`src/rtl/wdt_pkg.sv`:
```
package wdt_pkg;
    localparam logic [7:0]  OFS_MODE   = 8'h00;
    localparam logic [7:0]  OFS_LENGTH = 8'h04;
    localparam logic [7:0]  OFS_KICK   = 8'h08;
    localparam logic [7:0]  OFS_SWRST  = 8'h14;

    localparam logic [7:0]  MODE_KEY   = 8'h22;
    localparam logic [4:0]  LEN_KEY    = 5'h08;
    localparam logic [31:0] KICK_WORD  = 32'h0000_1971;
    localparam logic [31:0] SWRST_WORD = 32'h0000_1209;

    localparam int          LEN_LSB    = 5;
    localparam logic [6:0]  MODE_MASK  = 7'h5F;

    typedef struct packed {
        logic dual;
        logic rsvd;
        logic auto_go;
        logic irq_en;
        logic pin_en;
        logic pin_pol;
        logic run;
    } mode_t;
endpackage

```
`src/rtl/wdt_regfile.sv`:
```
module wdt_regfile #(
    parameter int ADDR_W = 8,
    parameter int LEN_W  = 11
) (
    input  logic              clk,
    input  logic              rst_n,
    input  logic              bus_sel_i,
    input  logic              bus_we_i,
    input  logic [ADDR_W-1:0] bus_addr_i,
    input  logic [31:0]       bus_wdata_i,
    output logic [31:0]       bus_rdata_o,
    output logic              run_o,
    output logic              pin_en_o,
    output logic              pin_pol_o,
    output logic [LEN_W-1:0]  len_next_o,
    output logic              len_load_o,
    output logic              kick_o,
    output logic              swrst_o
);
    import wdt_pkg::*;

    localparam logic [ADDR_W-1:0] A_MODE = ADDR_W'(OFS_MODE);
    localparam logic [ADDR_W-1:0] A_LEN  = ADDR_W'(OFS_LENGTH);
    localparam logic [ADDR_W-1:0] A_KICK = ADDR_W'(OFS_KICK);
    localparam logic [ADDR_W-1:0] A_SWR  = ADDR_W'(OFS_SWRST);

    typedef struct packed {
        mode_t            mode;
        logic [LEN_W-1:0] len;
    } regs_t;

    localparam regs_t REGS_RST = '{mode: '0, len: '1};

    regs_t st_d, st_q;
    logic  wr;

    assign wr = bus_sel_i && bus_we_i;

    always_comb begin
        st_d       = st_q;
        len_load_o = 1'b0;
        kick_o     = 1'b0;
        swrst_o    = 1'b0;
        if (wr) begin
            case (bus_addr_i)
                A_MODE: begin
                    if (bus_wdata_i[31:24] == MODE_KEY)
                        st_d.mode = mode_t'(bus_wdata_i[6:0] & MODE_MASK);
                end
                A_LEN: begin
                    if (bus_wdata_i[4:0] == LEN_KEY) begin
                        st_d.len   = bus_wdata_i[LEN_LSB +: LEN_W];
                        len_load_o = 1'b1;
                    end
                end
                A_KICK:  kick_o  = (bus_wdata_i == KICK_WORD);
                A_SWR:   swrst_o = (bus_wdata_i == SWRST_WORD);
                default: ;
            endcase
        end
    end

    always_ff @(posedge clk) begin
        if (!rst_n) st_q <= REGS_RST;
        else        st_q <= st_d;
    end

    always_comb begin
        case (bus_addr_i)
            A_MODE:  bus_rdata_o = 32'(st_q.mode);
            A_LEN:   bus_rdata_o = 32'(st_q.len) << LEN_LSB;
            default: bus_rdata_o = '0;
        endcase
    end

    assign run_o      = st_q.mode.run;
    assign pin_en_o   = st_q.mode.pin_en;
    assign pin_pol_o  = st_q.mode.pin_pol;
    assign len_next_o = st_d.len;

    AST_MODE_BADKEY_KEEP: assert property (@(posedge clk) disable iff (!rst_n)
        (wr && bus_addr_i == A_MODE && bus_wdata_i[31:24] != MODE_KEY) |=> $stable(st_q.mode));
    AST_LEN_BADKEY_KEEP: assert property (@(posedge clk) disable iff (!rst_n)
        (wr && bus_addr_i == A_LEN && bus_wdata_i[4:0] != LEN_KEY) |=> $stable(st_q.len));
    AST_RSVD_ZERO: assert property (@(posedge clk) disable iff (!rst_n)
        !st_q.mode.rsvd);
endmodule

```
`src/rtl/wdt_countdown.sv`:
```
module wdt_countdown #(
    parameter int PRE_W = 9,
    parameter int LEN_W = 11
) (
    input  logic             clk,
    input  logic             rst_n,
    input  logic             run_i,
    input  logic             tick_i,
    input  logic             reload_i,
    input  logic [LEN_W-1:0] len_i,
    output logic             expire_o
);
    typedef struct packed {
        logic [PRE_W-1:0] pre;
        logic [LEN_W-1:0] cnt;
    } cd_t;

    localparam cd_t CD_RST = '{pre: '0, cnt: '1};

    cd_t  st_d, st_q;
    logic step, wrap;

    assign step     = run_i && tick_i;
    assign wrap     = step && (st_q.pre == '1);
    assign expire_o = wrap && (st_q.cnt <= LEN_W'(1));

    always_comb begin
        st_d = st_q;
        if (reload_i || expire_o) begin
            st_d.cnt = len_i;
            st_d.pre = '0;
        end else if (step) begin
            st_d.pre = st_q.pre + 1'b1;
            if (wrap) st_d.cnt = st_q.cnt - 1'b1;
        end
    end

    always_ff @(posedge clk) begin
        if (!rst_n) st_q <= CD_RST;
        else        st_q <= st_d;
    end

    AST_HOLD_WHEN_IDLE: assert property (@(posedge clk) disable iff (!rst_n)
        (!step && !reload_i) |=> ($stable(st_q.cnt) && $stable(st_q.pre)));
    AST_RELOAD_VALUE: assert property (@(posedge clk) disable iff (!rst_n)
        reload_i |=> (st_q.cnt == $past(len_i) && st_q.pre == '0));
endmodule

```
`src/rtl/wdt_rstpulse.sv`:
```
module wdt_rstpulse #(
    parameter int PULSE_LEN = 16
) (
    input  logic clk,
    input  logic rst_n,
    input  logic fire_a_i,
    input  logic fire_b_i,
    output logic active_o
);
    localparam int PW = $clog2(PULSE_LEN + 1);

    typedef struct packed {
        logic [PW-1:0] left;
    } pl_t;

    pl_t  st_d, st_q;
    logic fire;

    assign fire = fire_a_i || fire_b_i;

    always_comb begin
        st_d = st_q;
        if (fire)                 st_d.left = PW'(PULSE_LEN);
        else if (st_q.left != '0) st_d.left = st_q.left - 1'b1;
    end

    always_ff @(posedge clk) begin
        if (!rst_n) st_q <= '0;
        else        st_q <= st_d;
    end

    assign active_o = (st_q.left != '0);

    AST_FIRE_ASSERTS: assert property (@(posedge clk) disable iff (!rst_n)
        fire |=> active_o);
    AST_RISE_HAS_CAUSE: assert property (@(posedge clk) disable iff (!rst_n)
        $rose(active_o) |-> $past(fire));
endmodule

```
`src/rtl/keyed_wdt.sv`:
```
module keyed_wdt #(
    parameter int ADDR_W    = 8,
    parameter int PRE_W     = 9,
    parameter int LEN_W     = 11,
    parameter int PULSE_LEN = 16
) (
    input  logic              clk,
    input  logic              rst_n,
    input  logic              tick_i,
    input  logic              bus_sel_i,
    input  logic              bus_we_i,
    input  logic [ADDR_W-1:0] bus_addr_i,
    input  logic [31:0]       bus_wdata_i,
    output logic [31:0]       bus_rdata_o,
    output logic              sys_rst_o,
    output logic              ext_rst_o
);
    logic             run, pin_en, pin_pol, len_load, kick, swrst, expire;
    logic [LEN_W-1:0] len_next;

    wdt_regfile #(.ADDR_W(ADDR_W), .LEN_W(LEN_W)) u_regs (
        .clk         (clk),
        .rst_n       (rst_n),
        .bus_sel_i   (bus_sel_i),
        .bus_we_i    (bus_we_i),
        .bus_addr_i  (bus_addr_i),
        .bus_wdata_i (bus_wdata_i),
        .bus_rdata_o (bus_rdata_o),
        .run_o       (run),
        .pin_en_o    (pin_en),
        .pin_pol_o   (pin_pol),
        .len_next_o  (len_next),
        .len_load_o  (len_load),
        .kick_o      (kick),
        .swrst_o     (swrst)
    );

    wdt_countdown #(.PRE_W(PRE_W), .LEN_W(LEN_W)) u_count (
        .clk      (clk),
        .rst_n    (rst_n),
        .run_i    (run),
        .tick_i   (tick_i),
        .reload_i (len_load || kick),
        .len_i    (len_next),
        .expire_o (expire)
    );

    wdt_rstpulse #(.PULSE_LEN(PULSE_LEN)) u_pulse (
        .clk      (clk),
        .rst_n    (rst_n),
        .fire_a_i (expire),
        .fire_b_i (swrst),
        .active_o (sys_rst_o)
    );

    assign ext_rst_o = (sys_rst_o && pin_en) ? pin_pol : !pin_pol;

    AST_NO_EXPIRE_STOPPED: assert property (@(posedge clk) disable iff (!rst_n)
        !run |-> !expire);
endmodule

```
`config.mk`:
```
export PLATFORM = sky130hd
export DESIGN_NAME = keyed_wdt
export DESIGN_NICKNAME = d
export VERILOG_FILES = /design/src/rtl/wdt_pkg.sv /design/src/rtl/wdt_regfile.sv /design/src/rtl/wdt_countdown.sv /design/src/rtl/wdt_rstpulse.sv /design/src/rtl/keyed_wdt.sv
export SDC_FILE = /design/constraint.sdc
export NUM_CORES = 1
export LEC_CHECK = 0
export ABC_AREA = 1
export BUFFER_PORTS_ARGS = -buffer_cell sky130_fd_sc_hd__buf_2
export CORE_MARGIN = 3
export CORE_UTILIZATION = 53
export DETAILED_ROUTE_END_ITERATION = 12
export PLACE_DENSITY = 0.8
export SLEW_MARGIN = 20
export SYNTH_ARGS = -nofsm -noshare
export SYNTH_HDL_FRONTEND = slang
export SYNTH_HIERARCHICAL = 1
export SYNTH_SLANG_ARGS = --single-unit
```
`constraint.sdc`:
```
create_clock -name clk -period 2.55 [get_ports clk]
set_clock_uncertainty 0.1 [all_clocks]
set_input_delay 0.51 -clock clk [delete_from_list [all_inputs] [get_ports clk]]
set_output_delay 0.51 -clock clk [all_outputs]
set_load 0.02 [all_outputs]
```
# [Word level (Yosys, flattened, before mapping)]
# Cells that the tools add are included.
[totals] latch_bits=0 input_bits=45 out_inout_bits=34 word_cells=59 mem_bits_ro=0 register_bits=42 mem_count=0 mem_bits_rw=0
[op_classes] n_div=0 n_eq_ne=8 n_lt_le_gt_ge=1 reduce_logical=18 n_mux=17 n_mul=0 n_bitwise=1 n_addsub=3 shifts=0
[ops] cell="11-bit 2-to-1 mux" count=6
[ops] cell="32-bit by 13-bit == test with 1-bit output, second input constant" count=2
[ops] cell="16-bit case mux with 2 select lines" count=1
[ops] cell="11-bit by 1-bit <= comparator with 1-bit output, second input constant" count=1
[ops] cell="11-bit by 1-bit subtractor with 11-bit output, second input constant" count=1
[ops] cell="5-bit 2-to-1 mux" count=2
[ops] cell="9-bit by 1-bit adder with 9-bit output, second input constant" count=1
[ops] cell="9-bit == test, second input constant" count=1
[ops] cell="8-bit by 3-bit == test with 1-bit output, second input constant" count=1
[ops] cell="8-bit by 4-bit == test with 1-bit output, second input constant" count=1
[ops] cell="8-bit by 5-bit == test with 1-bit output, second input constant" count=1
[ops] cell="8-bit by 6-bit == test with 1-bit output, second input constant" count=1
[ops] cell="8-bit zero test" count=1
[ops] cell="1-bit 2-to-1 mux" count=8
[ops] cell="2-bit nonzero test" count=3
[ops] cell="5-bit by 4-bit == test with 1-bit output, second input constant" count=1
[ops] cell="1-bit logical AND" count=5
[ops] cell="5-bit nonzero test" count=1
[ops] cell="5-bit by 1-bit subtractor with 5-bit output, second input constant" count=1
[ops] cell="2-bit OR reduction" count=2
[ops] cell="1-bit logical OR" count=3
[ops] cell="3-bit AND reduction" count=1
[ops] cell="2-bit AND reduction" count=1
[ops] cell="1-bit zero test" count=1
[ops] cell="1-bit inverter" count=1

# [Depth between registers and ports, before layout]
[depth] ltp_word=8 mapped_depth=15 depth_no_buf=14

# [Modules after synthesis]
# The synthesis kept the hierarchy.
[by_module_without_submodules] mod="wdt_countdown" cells_each=215 area_each_um2=1335.0 seq_area_each_um2=400.4 instances=1
[by_module_without_submodules] mod="wdt_regfile" cells_each=206 area_each_um2=1331.3 seq_area_each_um2=340.3 instances=1
[by_module_without_submodules] mod="wdt_rstpulse" cells_each=32 area_each_um2=236.5 seq_area_each_um2=100.1 instances=1
[by_module_without_submodules] mod="keyed_wdt" cells_each=6 area_each_um2=26.3 seq_area_each_um2=0.0 instances=1

# [Least setup slack after synthesis]
# No wires, ideal clock.
[synth_path] path_type="input-to-reg" from="input port bus_sel_i" to="register u_count/st_q[9] (netlist bit)" path_stages=14 setup_slack_ps=546 setup_time_ps=58 arrival_time_ps=1846 required_time_ps=2392 n_path_buf=2 path_cell_list="nand2_1 inv_1 nand2_1 nor2_4 nand2_4 buf_6 inv_1 or2_1 inv_1 nand2_1 clkbuf_2 o21ai_0 inv_1 nand2_1"
[synth_via] elab_chain_cells=6 word_cells_on_any_way=10 cone_classes="4 x mux; 6 x reduce/logical"
[synth_lines] item="start, declared" line="keyed_wdt.sv:10" source="input logic bus_sel_i,"
[synth_lines] item="1-bit logical AND *" line="wdt_regfile.sv:37" source="assign wr = bus_sel_i && bus_we_i;"
[synth_lines] item="1-bit 2-to-1 mux *" line="wdt_regfile.sv:44" source="if (wr) begin"
[synth_lines] item="via len_load" line="keyed_wdt.sv:18" source="logic run, pin_en, pin_pol, len_load, kick, swrst, expire;"
[synth_lines] item="1-bit logical OR *" line="keyed_wdt.sv:43" source=".reload_i (len_load || kick),"
[synth_lines] item="1-bit logical OR *" line="wdt_countdown.sv:29" source="if (reload_i || expire_o) begin"
[synth_lines] item="2-bit nonzero test (no line)"
[synth_lines] item="2-bit AND reduction (no line)"
[synth_lines] item="end signal, assigned" line="wdt_countdown.sv:40" source="else st_q <= st_d;"
[synth_lines] item="end, declared" line="wdt_countdown.sv:20" source="cd_t st_d, st_q;"
# The timed path passes the listed nets; every way through them passes the cells marked *.
# A chain may end at the register's enable or synchronous reset.

# [Worst setup path in the final report]
[layout_path] from="input port bus_addr_i[7]" to="output port bus_rdata_o[10]"
[layout_via] elab_chain_cells=2 word_cells_on_any_way=3 cone_classes="1 x eq/ne; 1 x mux; 1 x reduce/logical"
[layout_lines] item="start, declared" line="keyed_wdt.sv:12" source="input logic [ADDR_W-1:0] bus_addr_i,"
[layout_lines] item="8-bit by 3-bit == test with 1-bit output / 8-bit zero test (equally long branches)" line="wdt_regfile.sv:69" source="case (bus_addr_i)"
[layout_lines] item="16-bit case mux with 2 select lines *" line="wdt_regfile.sv:69"
[layout_lines] item="end, declared" line="keyed_wdt.sv:14" source="output logic [31:0] bus_rdata_o,"
# Mark *: on every way between the ends. The rest lies on a longest branch, timed or not.

==> impl_metrics.ini <==
[timing]
rsz0062_at_grt = false
final_min_period_over_clock_period_pct = 86.3
final_max_slew_viol_count = 0
worstMarginPinSlew_ps = 760
fmax_mhz = 454
tns_ps = 0
finalHoldViolCount = 0
finalSetupViolCount = 0
timing.slew.headroom_pct = 49.1
layout_min_cycle_time_ps = 2200

[die]
start_util_pct = 55.9
die_h_um = 80.3
dieWidth_um = 80.3
rows = 26
io_pins = 79
die_area_mm2 = 0.00645
fp.coreArea_mm2 = 0.00524

[global_routing]
grtUsageTotal_pct = 22.3
grt_pass1_vias = 2707
grt_max_degree = 23
grt_overflow_total = 0
grt_pass1_wl_um = 11600
antenna_found_initial = 0

[critical_path]
crit_top_cell = buf_2
start_kind = input pin
crit_slowest_cell = nor2_8
crit_arrival_ps = 1590
critPathMaxFanout = 14
path_class = input pin to primary output
cp_cell_sequence = buf_2 -> nor2_4 -> nand2_4 -> nor2_8 -> inv_2 -> nor2_1 -> buf_2
critPathCaptureType = primary output
max_stage_delay_ps = 240
cp.required_ps = 1940

[clocking]
cts_buffer_depth = 2
post-cts-setup-buffers = 0
cts_tree = built
postCtsHoldBufs = 0
cts_root_buffer = clkbuf_8
clock_latency_ps = 290
cts_resized = 0
clock-sinks = 42
cts.reportedPaths.clkPinSlew_ps = 80
cts_made_buffers = 5
h-tree-depth = 2

[finish]
syn_to_final_growth_pct = 12.8
n_fill_cell = 510
nets = 570
layout_common_cells = nand2_1, inv_1, nand3_1
drive_gt1_share_pct = 20.9
antenna_cells = 0
fin_cells = 591
final_common_cell = nand2_1
register_area_um2 = 841
multiInputGateArea_mm2 = 0.00165

[place]
place_hpwl_um = 5460
place.gp.congestion = 0.844
portBuffers = 62
dpl.cell_count = 583

[drt]
wirelength_um = 6970
antenna_left = 0
drc_errors = 0
vias_per_cell = 5.03
drt-wirelength-per-cell_um = 11.8
via_count = 2972
dr.pass1.iters = 5
drt-initial-drc-count = 179

[power_and_ir_drop]
leakagePower_uw = 0.00188
ir_worst_vdd_mv = 0.215
p_per_area_mw_per_mm2 = 430

[synth]
syn_inst = 459
yosysWarnings = 6
yosysUniqueCellTypes = 31
synth_seq_cells = 42
syn_area_per_cell_um2 = 6.38
yosysSeqAreaShare_pct = 28.7
syn_area_mm2 = 0.00293

[min_path]
hold_path_class = flop to flop

[outcome]
status = complete, no violations

[run]
cap_violations = 0
-- layer usage --
metal / vias to the layer above / share of wire, % / track usage (%)
met1: 1343 / 43 / 27.9
li1: 1512 / - / -
met2: 113 / 50 / 40.4
met3: 4 / 7.2 / 2.91
met5: - / 0 / 0
met4: 0 / 0.57 / 4.73
-- registers in the layout, summed over array words and instances (netlist names) --
signal            count
u_regs/st_q          14
u_count/st_q         20
u_pulse/st_q          5
u_regs/run_o          1
u_regs/pin_en_o       1
u_regs/pin_pol_o      1
-- synth_stat cells --
cell	instances	area share [%]
buf_2	3	0.51
buf_4	17	4.4
or2_1	1	0.21
clkbuf_1	3	0.38
nand3_2	4	1.4
nand2_1	94	12
a21boi_0	1	0.26
nand3_1	64	11
conb_1	1	0.13
nor4_1	1	0.21
nor2_1	63	8.1
or2_2	2	0.43
nand2_4	5	1.9
nor2_8	1	0.68
xor2_1	8	2.4
buf_6	5	1.9
xnor2_1	2	0.60
nor2_4	4	1.5
nand2_2	11	2.3
inv_1	72	9.2
nand4_1	6	1.3
dfxtp_1	42	29
nor3b_1	7	1.8
nor3_1	5	0.85
ha_1	5	2.1
clkbuf_2	1	0.17
o21ai_0	12	2.1
a21oi_1	11	1.9
nor2_2	5	1.1
nand3b_1	1	0.26
inv_2	2	0.26
-- critical path: cells and delay by family --
family / cells / cell delay, ps
simple gates: 4 / 650
buf+inv: 3 / 430
-- final cells by class --
| class | count | area share [%] |
|---|---|---|
| Multi-Input combinational cell | 329 | 50.0 |
| Sequential cell | 42 | 25.4 |
| Timing Repair Buffer | 68 | 10.8 |
| Inverter | 74 | 8.41 |
| Tap cell | 70 | 2.65 |
| Clock buffer | 7 | 2.61 |
| Clock inverter | 1 | 0.151 |
-- cells by family (layout without fill, tap and decap cells) --
kind of cell             count (synthesis)  count (layout)  share of synthesized area (%)
AO/OA/AOI/OAI                           24              24                           4.19
flip-flops                              42              42                           28.7
buffers and inverters                  103             150                           16.8
other                                    1              16                          0.128
adder cells (fa/ha/maj)                  5               5                           2.14
AND/OR/NAND/NOR                        274             274                           45.0
XOR/XNOR                                10              10                           2.99
-- metrics by stage --
step	instance area [um2]	hold slack, ps	total power (uW)	util (%)	setup WS (ps)
finish	3300	380	1420	63.1	348
global route	3300	393	1490	63.1	279
CTS	3300	381	1430	63.1	348
detailed placement	3210	367	986	61.3	296
global placement	3210	347	978	61.3	329
floorplan	2990	339	917	-	546
-- power by group --
group	switching, uW	internal (uW)	leakage, uW	total (uW)
sequential	16.6	678	0.000340	695
clock	229	219	0.0000482	448
combinational	177	101	0.00150	278
total	423	998	0.00188	1420
-- worst paths after layout --
kind                                          to  depth (start not counted)        startpoint  slack [ps]
worst max register to register   u_pulse/st_q[3]                         13  u_count/st_q[12]         550
worst max-delay path             bus_rdata_o[10]                          7     bus_addr_i[7]         350
worst min register to register  u_count/st_q[19]                          2  u_count/st_q[19]         380
worst min-delay path            u_count/st_q[19]                          2  u_count/st_q[19]         380
No activity file was read; power rests on OpenSTA's default activity.
